$ cat src/rtl/page_xlate.sv
module page_xlate #(
  parameter int OFF_W = 10,
  parameter int VPN_W = 5,
  parameter int PPN_W = 3,
  parameter int TLB_N = 8,
  parameter int MAW   = 16
) (
  input  logic                     clk,
  input  logic                     rst_n,
  input  logic                     req_valid,
  input  logic [OFF_W+VPN_W-1:0]   req_vaddr,
  input  logic [1:0]               req_kind,
  output logic                     ready,
  output logic                     done,
  output logic [OFF_W+PPN_W-1:0]   paddr,
  output logic                     page_fault,
  output logic                     prot_fault,
  input  logic                     root_we,
  input  logic [MAW-1:0]           root_wdata,
  output logic                     mem_req,
  output logic [MAW-1:0]           mem_addr,
  input  logic                     mem_ack,
  input  logic [PPN_W+2:0]         mem_rdata
);
  localparam int VA_W  = OFF_W + VPN_W;
  localparam int PTE_W = PPN_W + 3;
  localparam int RR_W  = (TLB_N > 1) ? $clog2(TLB_N) : 1;

  typedef enum logic [2:0] {S_IDLE, S_LOOKUP, S_WREQ, S_WWAIT, S_DONE, S_FAULT} st_t;

  st_t              st;
  logic [VA_W-1:0]  va_q;
  logic [1:0]       kind_q;
  logic [MAW-1:0]   root_q, maddr_q;
  logic [PTE_W-1:0] pte_q;
  logic [PPN_W-1:0] ppn_q;
  logic             pf_q, stale_q;
  logic [RR_W-1:0]  rr_q;

  logic [TLB_N-1:0] tv;
  logic [VPN_W-1:0] tvpn [TLB_N];
  logic [PPN_W-1:0] tppn [TLB_N];
  logic [1:0]       trt  [TLB_N];

  function automatic logic allowed(input logic [1:0] rt, input logic [1:0] k);
    case (k)
      2'b00:   allowed = (rt == 2'b00) || (rt == 2'b01);
      2'b01:   allowed = (rt == 2'b01);
      2'b10:   allowed = (rt == 2'b10);
      default: allowed = 1'b0;
    endcase
  endfunction

  wire [VPN_W-1:0] vpn_q = va_q[VA_W-1:OFF_W];

  logic             hit;
  logic [PPN_W-1:0] hit_ppn;
  logic [1:0]       hit_rt;
  always_comb begin
    hit = 1'b0;
    hit_ppn = '0;
    hit_rt = '0;
    for (int i = 0; i < TLB_N; i++)
      if (tv[i] && tvpn[i] == vpn_q) begin
        hit = 1'b1;
        hit_ppn = tppn[i];
        hit_rt = trt[i];
      end
  end

  wire pte_ok  = pte_q[0] && allowed(pte_q[2:1], kind_q);
  wire install = (st == S_WWAIT) && pte_ok && !stale_q && !root_we;

  always_ff @(posedge clk or negedge rst_n) begin
    if (!rst_n) begin
      st <= S_IDLE;
      va_q <= '0;
      kind_q <= '0;
      maddr_q <= '0;
      pte_q <= '0;
      ppn_q <= '0;
      pf_q <= 1'b0;
    end else begin
      case (st)
        S_IDLE: if (req_valid) begin
          va_q <= req_vaddr;
          kind_q <= req_kind;
          st <= S_LOOKUP;
        end
        S_LOOKUP: if (hit) begin
          if (allowed(hit_rt, kind_q)) begin
            ppn_q <= hit_ppn;
            st <= S_DONE;
          end else begin
            pf_q <= 1'b0;
            st <= S_FAULT;
          end
        end else begin
          maddr_q <= root_q + {{(MAW-VPN_W){1'b0}}, vpn_q};
          st <= S_WREQ;
        end
        S_WREQ: if (mem_ack) begin
          pte_q <= mem_rdata;
          st <= S_WWAIT;
        end
        S_WWAIT: begin
          if (!pte_q[0]) begin
            pf_q <= 1'b1;
            st <= S_FAULT;
          end else if (!pte_ok) begin
            pf_q <= 1'b0;
            st <= S_FAULT;
          end else begin
            ppn_q <= pte_q[PTE_W-1:3];
            st <= S_DONE;
          end
        end
        default: st <= S_IDLE;
      endcase
    end
  end

  always_ff @(posedge clk or negedge rst_n) begin
    if (!rst_n) begin
      root_q <= '0;
      stale_q <= 1'b0;
    end else begin
      if (root_we) root_q <= root_wdata;
      if (root_we && st != S_IDLE) stale_q <= 1'b1;
      else if (st == S_IDLE) stale_q <= 1'b0;
    end
  end

  always_ff @(posedge clk or negedge rst_n) begin
    if (!rst_n) begin
      tv <= '0;
      rr_q <= '0;
    end else if (root_we) begin
      tv <= '0;
    end else if (install) begin
      tv[rr_q] <= 1'b1;
      rr_q <= (rr_q == RR_W'(TLB_N-1)) ? '0 : rr_q + 1'b1;
    end
  end

  always_ff @(posedge clk) begin
    if (install) begin
      tvpn[rr_q] <= vpn_q;
      tppn[rr_q] <= pte_q[PTE_W-1:3];
      trt[rr_q]  <= pte_q[2:1];
    end
  end

  assign ready      = (st == S_IDLE);
  assign done       = (st == S_DONE);
  assign page_fault = (st == S_FAULT) && pf_q;
  assign prot_fault = (st == S_FAULT) && !pf_q;
  assign paddr      = done ? {ppn_q, va_q[OFF_W-1:0]} : '0;
  assign mem_req    = (st == S_WREQ);
  assign mem_addr   = maddr_q;
endmodule

$ cat config.mk
export PLATFORM = sky130hd
export DESIGN_NAME = page_xlate
export DESIGN_NICKNAME = d
export VERILOG_FILES = /design/src/rtl/page_xlate.sv
export SDC_FILE = /design/constraint.sdc
export NUM_CORES = 1
export LEC_CHECK = 0
export ABC_AREA = 1
export CORE_UTILIZATION = 35
export CTS_BUF_LIST = sky130_fd_sc_hd__clkbuf_16
export DETAILED_ROUTE_END_ITERATION = 8
export PLACE_DENSITY = 0.58
export RECOVER_POWER = 25
export SETUP_SLACK_MARGIN = 0.02
export SYNTH_ARGS = -nofsm -noshare
export SYNTH_HDL_FRONTEND = slang
export SYNTH_SLANG_ARGS = --single-unit
$ cat constraint.sdc
create_clock -name clk -period 4.7 [get_ports clk]
set_clock_uncertainty 0.15 [all_clocks]
set_input_delay 1.41 -clock clk [delete_from_list [all_inputs] [get_ports clk]]
set_output_delay 1.41 -clock clk [all_outputs]
set_load 0.05 [all_outputs]
* After elaboration in Yosys (flattened, before gate mapping)
Memories as Yosys holds them, arrays and structs flattened.
Index checks and enable logic that the tools add are counted.
** Operators by class
- Add/sub/neg operators :: 2
- $lt $le $gt $ge :: 2
- Equality and inequality tests :: 28
- Mux-type cells :: 55
- Bitwise gates (word level) :: 3
- Reductions and logical operators :: 36
** Operators with widths (number)
- $mux 3 :: 16
- $eq 5x5->1 :: 8
- $mux 1 :: 22
- $add 16x5->16 :: 1
- $logic_and 1x1->1 :: 16
- $mux 2 :: 8
- $mux 8 :: 2
- $mux 13 :: 1
- $ne 2x2->1 const B :: 6
- $pmux 3 s4 :: 1
- $reduce_and 2->1 :: 5
- $eq 3x3->1 const B :: 3
- $or 8x8->8 :: 1
- $eq 2x1->1 const B :: 3
- $eq 2x2->1 const B :: 3
- $eq 3x2->1 const B :: 2
- $logic_not 2->1 :: 3
- $pmux 1 s3 :: 2
- $pmux 3 s2 :: 1
- $reduce_bool 2->1 :: 3
- $reduce_and 5->1 :: 1
- $lt 3x4->1 const B :: 1
- $reduce_and 4->1 :: 1
- $add 3x1->3 const B :: 1
- 11 further kinds :: 15
** Word-level totals
- Register bits after elaboration :: 74
- Bits in writable memories :: 80
- Input port bits :: 44
- Output and inout bits :: 34
- Word-level logic and storage cells :: 140
- Memories kept :: 3
** Memories
- tvpn :: depth 8, width 5, rd ports 8, clocked after Yosys merged registers in 0, write ports 1, RTL line 41 : logic [VPN_W-1:0] tvpn [TLB_N];
- tppn :: depth 8, width 3, rd ports 8, clocked after Yosys merged registers in 0, write ports 1, RTL line 42 : logic [PPN_W-1:0] tppn [TLB_N];
- trt :: depth 8, width 2, rd ports 8, clocked after Yosys merged registers in 0, write ports 1, RTL line 43 : logic [1:0] trt [TLB_N];

* Depth between registers and ports, before layout
Gate-level depths: netlist (run 1).
An unclocked memory read counts as a cell.
- Depth after elaboration :: 19
- Mapped depth :: 23
- Gate-level depth less buffers :: 22

* Least setup slack after synthesis (run 1)
Ideal clock, no wire load.
- Kind :: input-to-reg
- Start point :: input root_we
- End point :: memory tppn[7][0], enable pin
- Arrival :: 2.843 ns
- Data required time :: 4.174 ns
- Setup slack :: 1.331 ns
- Stages :: 6
- Buffers on the path :: 1
- Path through :: clkbuf_1 > nor4_1 > inv_1 > nor2_1 > inv_2 > nor2_1
** Between the ends
- Word-level cells in the longest chain between the ends :: 4
** Ends and longest elaborated chain
- start, declared :: RTL line 18 : input logic root_we,
- $logic_not 1->1 :: RTL line 72 : wire install = (st == S_WWAIT) && pte_ok && !stale_q && !root_we;
- $logic_and 1x1->1 :: RTL line 72
- $mux 1 :: RTL line 147 : if (install) begin
- $mux 1 (implied by the code) :: RTL line 149 : tppn[rr_q] <= pte_q[PTE_W-1:3];
- end, declared :: RTL line 42
No other way between the ends.

* Worst setup path in the final report (run 1)
- Start point :: register st[0]
- End point :: output paddr[12]
** Between the ends
- Word-level cells in the longest chain between the ends :: 2
** Ends and longest elaborated chain
- start, declared :: RTL line 31 : st_t st;
- start signal, assigned :: RTL line 76 : st <= S_IDLE;
- start signal, assigned :: RTL line 88 : st <= S_LOOKUP;
- start signal, assigned :: RTL line 93 : st <= S_DONE;
- $eq 3x3->1 :: RTL line 155 : assign done = (st == S_DONE);
- $mux 13 :: RTL line 158 : assign paddr = done ? {ppn_q, va_q[OFF_W-1:0]} : '0;
- end, declared :: RTL line 15 : output logic [OFF_W+PPN_W-1:0] paddr,
No other way between the ends.

==> metrics.yaml, run 1 <==
outcome: "finished with violations"
violations: "capacitance limit, slew limit"
grt_pass1_wl_mm: 24.6
r2r-start: "va_q[10]$_DFFE_PN0P_"
cp-startpoint: "st[0]$_DFFE_PN0P_"
fin_crit_ps: 3870
grt_pass1_vias: 4614
setup_viol: 0
tightest_slew_ps: 1870
htreeDepth: 4
grt_overflow: 0
synth-seq-area-share_pct: 61.3
cp_slowest_cell: "clkdlybuf4s50_1"
timing.slew.headroom_pct: -24.6
synth-async-reset-ratio_pct: 48.1
worst-r2r-cell-count: 17
synthDominantCellAreaShare_pct: 34.6
clock_sinks: 154
cts_tree: "built"
rows: 51
grt_usage_pct: 16.2
antenna_found_initial: 0
final_core_util_pct: 44.1
worst_setup_path_start_kind: "flip-flop"
cts-buffers-inserted: 17
rsz0062_at_grt: "false"
max-vdd-ir-drop_uv: 295
slowest_delay_ps: 820
drt_wl_total_mm: 15.5
netlist_instances: 696
clk_pin_slew_ps: 60
core_um2: 19500
worstSkewPairLatency_ps: 420
path_buf_inv: 1
avgSynthCellArea_um2: 9.97
synth_edf_count: 80
switching_power_mw: 1.83
nFillCells: 1874
worstSetupPathDepth: 4
vias: 4830
synthDistinctLibCells: 44
worstPathRequired_ps: 3140
end_kind: "primary output"
ys_seq_elements: 154
diodes: 0
dp_hpwl_mm: 10.5
internal_power_mw: 3.10
clockRootBuffer: "clkbuf_16"
p_leak_nw: 3.61
ant_nets: 0
io_buffers: 77
die_w_um: 143
drive_above_1_share_pct: 10.2
netlist.top_cell.by_area: "edfxtp_1"
gp_congestion: 0.782
cp_max_fo: 14
drc: 0
synth_area_leaders: "edfxtp_1 (35%), dfrtp_1 (27%), nand2_1 (8.1%)"
worstHoldPathType: "flip-flop to flip-flop"
hp-start: "ppn_q[0]$_DFFE_PN0P_"
tns_ps: 0
p_per_area_nw_per_um2: 575
cts_buffer_depth: 2
die_h_um: 143
path_class: "flip-flop to primary output"
pwr-share-comb_pct: 31.6
crit_chain: "nor2_1, nand2_1, nor2_1, clkdlybuf4s50_1"
cp.arrival_ps: 2310
hold_buffers: 0
dieArea_um2: 20400
final_area_um2: 8580
ctsResizeCount: 0
fmax_ghz: 0.258
io_pins: 78
grt_max_degree: 75
nets: 836
wl_per_cell_um: 14.6
syn_nets: 748
crit_top_cell: "nor2_1"
holdPathStages: 2
syn2layout_area_growth_pct: 23.7
cts_setup_buffers: 0
switching_share_pct: 37.1
seq_power_share_pct: 40.5
ys.flop_type: "edfxtp_1"
yosysWarnings: 0
vias_per_cell: 4.55
slew_violations: 75
maxCapViolations: 1
clkPwrFrac_pct: 27.9
dr.pass1.iters: 4
start_util_pct: 35.7
layout_worst_path_cycle_share_pct: 82.3
drt_iter0_markers: 281
dpl_cell_area_um2: 8000
syn-cell-area_um2: 6940
cpLargestDelayFamily: "buffers and inverters"
hold_viol_final: 0
[cells in the mapped netlist, types with 2 or more instances]
library cell and count:
a211oi_1 2, a21o_1 2, a21oi_1 43, a221oi_2 2
buf_2 2, buf_6 5, clkbuf_1 8, dfrtp_1 74
edfxtp_1 80, ha_1 7, inv_1 65, inv_2 11
inv_4 2, mux2_2 6, nand2_1 150, nand2_2 6
nand3_1 15, nand3_2 4, nand4_1 4, nor2_1 100
nor2_2 2, nor2_4 3, nor3_1 3, o21ai_0 35
o21ai_1 17, o22ai_1 11, or2_1 4, or2_2 2
xnor2_1 7, xor2_1 10
[area by class of cell]
cell class | instances | area (um^2) | area share, %
Sequential cell | 154 | 4250 | 49.6
Tap cell | 265 | 332 | 3.86
Multi-Input combinational cell | 446 | 2270 | 26.5
Timing Repair Buffer | 85 | 818 | 9.54
Inverter | 80 | 307 | 3.57
Clock buffer | 19 | 475 | 5.54
Clock inverter | 13 | 120 | 1.40
[power by group through the flow]
| stage | clock network [mW] | logic, mW | registers, mW |
|---|---|---|---|
| finish | 1.38 | 1.56 | 2.00 |
| global route | 1.46 | 1.72 | 2.03 |
| CTS | 1.40 | 1.59 | 2.01 |
| detailed placement | 0 | 1.58 | 2.03 |
| global placement | 0 | 1.57 | 2.03 |
| floorplan | 0 | 0.940 | 2.14 |
[final timing paths]
path,slack [ps],endpoint
min in group asynchronous,1320,va_q[1]$_DFFE_PN0P_
hold / removal,320,ppn_q[0]$_DFFE_PN0P_
setup / recovery,830,paddr[12]
setup reg to reg,1260,mem_addr[14]$_DFFE_PN0P_
max in group asynchronous,1930,va_q[12]$_DFFE_PN0P_
hold reg to reg,320,ppn_q[0]$_DFFE_PN0P_
[layout by cell type (no fill, tap or decap), types with 4 or more instances in the layout]
master	n
xor2_1	10
mux2_2	6
dfrtp_1	74
o22ai_1	11
inv_1	67
clkdlybuf4s50_1	76
nand2_1	150
ha_1	7
nand2_2	6
nand4_1	4
clkbuf_16	19
nor2_1	100
edfxtp_1	80
o21ai_0	35
a21oi_1	43
xnor2_1	7
clkinv_2	4
or2_1	4
nand3_2	4
inv_4	4
inv_2	13
nand3_1	15
o21ai_1	17
buf_4	6
[sequential cells by signal, indices dropped and copies added (netlist names), 2 cells and up]
signal    flops
va_q         15
trt          16
mem_addr     16
rr_q          3
tv            8
tvpn         40
tppn         24
ppn_q         3
root_q       16
kind_q        2
st            3
pte_q         6
[kinds of logic after synthesis]
logic type      Yosys count  synth area share [%]
buf+inv                  96                  5.91
mux                       6                 0.974
simple gates            300                  18.8
fa+ha+maj                 8                  1.55
compound gates          115                  9.32
xor+xnor                 17                  2.15
flops                   154                  61.3
[worst reg2reg max path, delay by kind of cell, from the launching register on]
| kind | cells | cell delay (ps) |
|---|---|---|
| AO/OA/AOI/OAI | 2 | 370 |
| XOR/XNOR | 1 | 150 |
| adder cells (fa/ha/maj) | 2 | 680 |
| buffers and inverters | 2 | 590 |
| flip-flops | 1 | 320 |
| AND/OR/NAND/NOR | 10 | 1110 |
[layer usage]
| metal | vias up | track usage [%] | part of all wire, % |
|---|---|---|---|
| met3 | 20 | 3.72 | 3.0 |
| met4 | 0 | 5.43 | 1.6 |
| met5 | - | 0 | 0 |
| li1 | 2468 | - | - |
| met1 | 2269 | 22.0 | 48 |
| met2 | 73 | 25.6 | 47 |
[through the flow]
step / hold WS [ps] / instances / total power [mW] / worst slack, ps
floorplan: 292 / 696 / 3.08 / 1330
global placement: 310 / 1030 / 3.60 / 965
detailed placement: 308 / 1030 / 3.61 / 947
CTS: 324 / 1062 / 5.00 / 812
global route: 335 / 1062 / 5.21 / 657
finish: 317 / 1062 / 4.94 / 831
Note: power is estimated with default switching activity, not from simulation.
==> inputs of run 2 (changes only) <==
- clock period: 4.7 -> 3.7 ns (I/O delays scaled with it)
==> run 2 against run 1 <==
The flow still finishes with violations (capacitance limit, slew limit). Core utilization is 0.46 points higher. Clock power grew 32%. Critical path type unchanged. Critical endpoint is now paddr[9]. Die area did not move. Worst setup slack worse by 660 ps. Highest routed layer unchanged.
==> metrics.yaml, run 2 (synthesis gave the netlist of run 1 again) <==
cts-buffers-inserted: 17  # unchanged
grt_overflow: 0  # unchanged
cts_setup_buffers: 0  # unchanged
seq_power_share_pct: 40.0  # -0.5 points
end_kind: "primary output"
p_per_area_nw_per_um2: 730  # +27%
io_buffers: 77  # unchanged
drt_iter0_markers: 261  # -7.1%
grt_pass1_wl_mm: 24.6  # about the same
worstSkewPairLatency_ps: 420  # about the same
ant_nets: 0  # unchanged
clk_pin_slew_ps: 60  # about the same
io_pins: 78  # unchanged
tightest_slew_ps: 1860  # -12.0 ps
worst-r2r-cell-count: 13  # -4
max_flop_register: "tvpn"
dieArea_um2: 20400  # unchanged
gp_congestion: 0.773  # -1.2%
rsz0062_at_grt: "false"
htreeDepth: 4  # unchanged
r2r_slack_ps: 580  # -680 ps
wl_per_cell_um: 14.3  # -1.8%
layout_commonest_cell: "nand2_1"
hold_path_end: "ppn_q[1]$_DFFE_PN0P_"
cts_buffer_depth: 2  # unchanged
r2r-start: "va_q[11]$_DFFE_PN0P_"
worst_setup_path_start_kind: "flip-flop"
p_leak_nw: 3.72  # +3.3%
cp.arrival_ps: 2270  # -40 ps
fmax_ghz: 0.283
start_util_pct: 35.7  # unchanged
worstReg2RegEnd: "ppn_q[0]$_DFFE_PN0P_"
outcome: "finished with violations"
max-vdd-ir-drop_uv: 373  # +26%
core_um2: 19500  # unchanged
worstPathRequired_ps: 2440  # -700 ps
holdPathStages: 2  # unchanged
final_core_util_pct: 44.5  # +0.46 points
grt_pass1_vias: 4731  # +2.5%
slew_violations: 75  # unchanged
largest_register_ffs: 40  # unchanged
switching_share_pct: 36.8  # -0.31 points
hold_viol_final: 0  # unchanged
rows: 51  # unchanged
layout_worst_path_cycle_share_pct: 95.4
clock_sinks: 154  # unchanged
timing.slew.headroom_pct: -23.8  # +0.80 points
antenna_found_initial: 0  # unchanged
drc: 0  # unchanged
maxCapViolations: 1  # unchanged
fin_ws_ps: 171  # -661 ps
dp_hpwl_mm: 10.8  # +2.8%
top_regs: "tvpn (40), tppn (24)"
clockRootBuffer: "clkbuf_16"
nets: 842  # +0.72%
cts_tree: "built"
vias_per_cell: 4.55  # +0.12%
hold_slack_ps: 324  # +7.27 ps
power_mw: 6.33  # +28%
grt_max_degree: 75  # unchanged
clkPwrFrac_pct: 28.7  # +0.8 points
violations: "capacitance limit, slew limit"
diodes: 0  # unchanged
setup_viol: 0  # unchanged
die_w_um: 143  # unchanged
drive_above_1_share_pct: 10.8  # +0.67 points
grt_usage_pct: 16.2  # -0.057 points
internal_power_mw: 4.00  # +29%
dr.pass1.iters: 4  # unchanged
die_h_um: 143  # unchanged
switching_power_mw: 2.33  # +27%
worstHoldPathType: "flip-flop to flip-flop"
mostFrequentLayoutCells: "nand2_1 (150), nor2_1 (100), edfxtp_1 (80)"
cp_max_fo: 14  # unchanged
fin_crit_ps: 3530
syn2layout_area_growth_pct: 24.9
dp_worst_setup_slack_ps: 587  # -359 ps
hp-start: "ppn_q[1]$_DFFE_PN0P_"
nFillCells: 1836  # -2.0%
vias: 4863  # +0.68%
tns_ps: 0  # unchanged
drt_wl_total_mm: 15.3  # -1.3%
pwr-share-comb_pct: 31.3  # -0.3 points
path_class: "flip-flop to primary output"
-- run 2: cell types whose count changed in the layout (fill, tap and decap cells not counted), sizes merged --
cell,change
buf,+5
clkdlybuf4s50,-5
dlymetal6s2s,+5
clkbuf,+2
inv,-2
clkinv,+1
-- run 2: area by class of cell --
cell class                 count  area, um^2  share of cell area (%)
inverter                      80         307                    3.54
sequential                   154        4250                    49.1
clock inverter                12         130                    1.50
multi-input combinational    446        2270                    26.2
timing repair buffer          91         872                    10.1
tap                          265         332                    3.82
clock buffer                  20         500                    5.77
-- run 2: power groups by stage --
stage | clock network (mW) | logic (mW) | registers, mW
3_5_place_dp | 0 | 2.02 | 2.57
6_report | 1.82 | 1.98 | 2.53
4_1_cts | 1.86 | 2.03 | 2.54
5_1_grt | 1.92 | 2.20 | 2.57
2_1_floorplan | 0 | 1.19 | 2.71
3_3_place_gp | 0 | 2.01 | 2.57
-- run 2: worst max path at each step --
stage	startpoint	endpoint	slack, ps	depth (start not counted)
after floorplan	root_we	tppn[7][0]$_DFFE_PP_	630	6
after global placement	st[0]$_DFFE_PN0P_	paddr[8]	630	4
after detailed placement	st[0]$_DFFE_PN0P_	paddr[7]	590	4
after CTS	st[0]$_DFFE_PN0P_	paddr[7]	130	4
after global routing	st[0]$_DFFE_PN0P_	paddr[6]	30	4
final	st[0]$_DFFE_PN0P_	paddr[9]	170	4
-- run 2: metal layers --
metal	part of all wire, %	wire (um)	track usage [%]
met1	49	7450	21.5
met2	47	7210	25.9
met3	3.1	472	4.06
met4	1.2	182	5.09
met5	0	0	0
-- run 2: what timing repair did --
item | CTS | global route
setup endpoints to repair | 0 | 5
hold buffers | 0 | 0
resized for setup | 0 | 5
-- run 2: metrics by stage --
stage                     instances  area [um^2]
after floorplan                 696         6940
after global placement         1036         8040
after detailed placement       1036         8040
after CTS                      1068         8670
after global routing           1068         8670
final                          1068         8670
-- run 2: worst max-delay path, cell delays in order, from the launching register on --
cell and delay [ps]:
dfrtp_1 410, nor2_1 130, nand2_1 310, nor2_1 180
clkdlybuf4s50_1 820
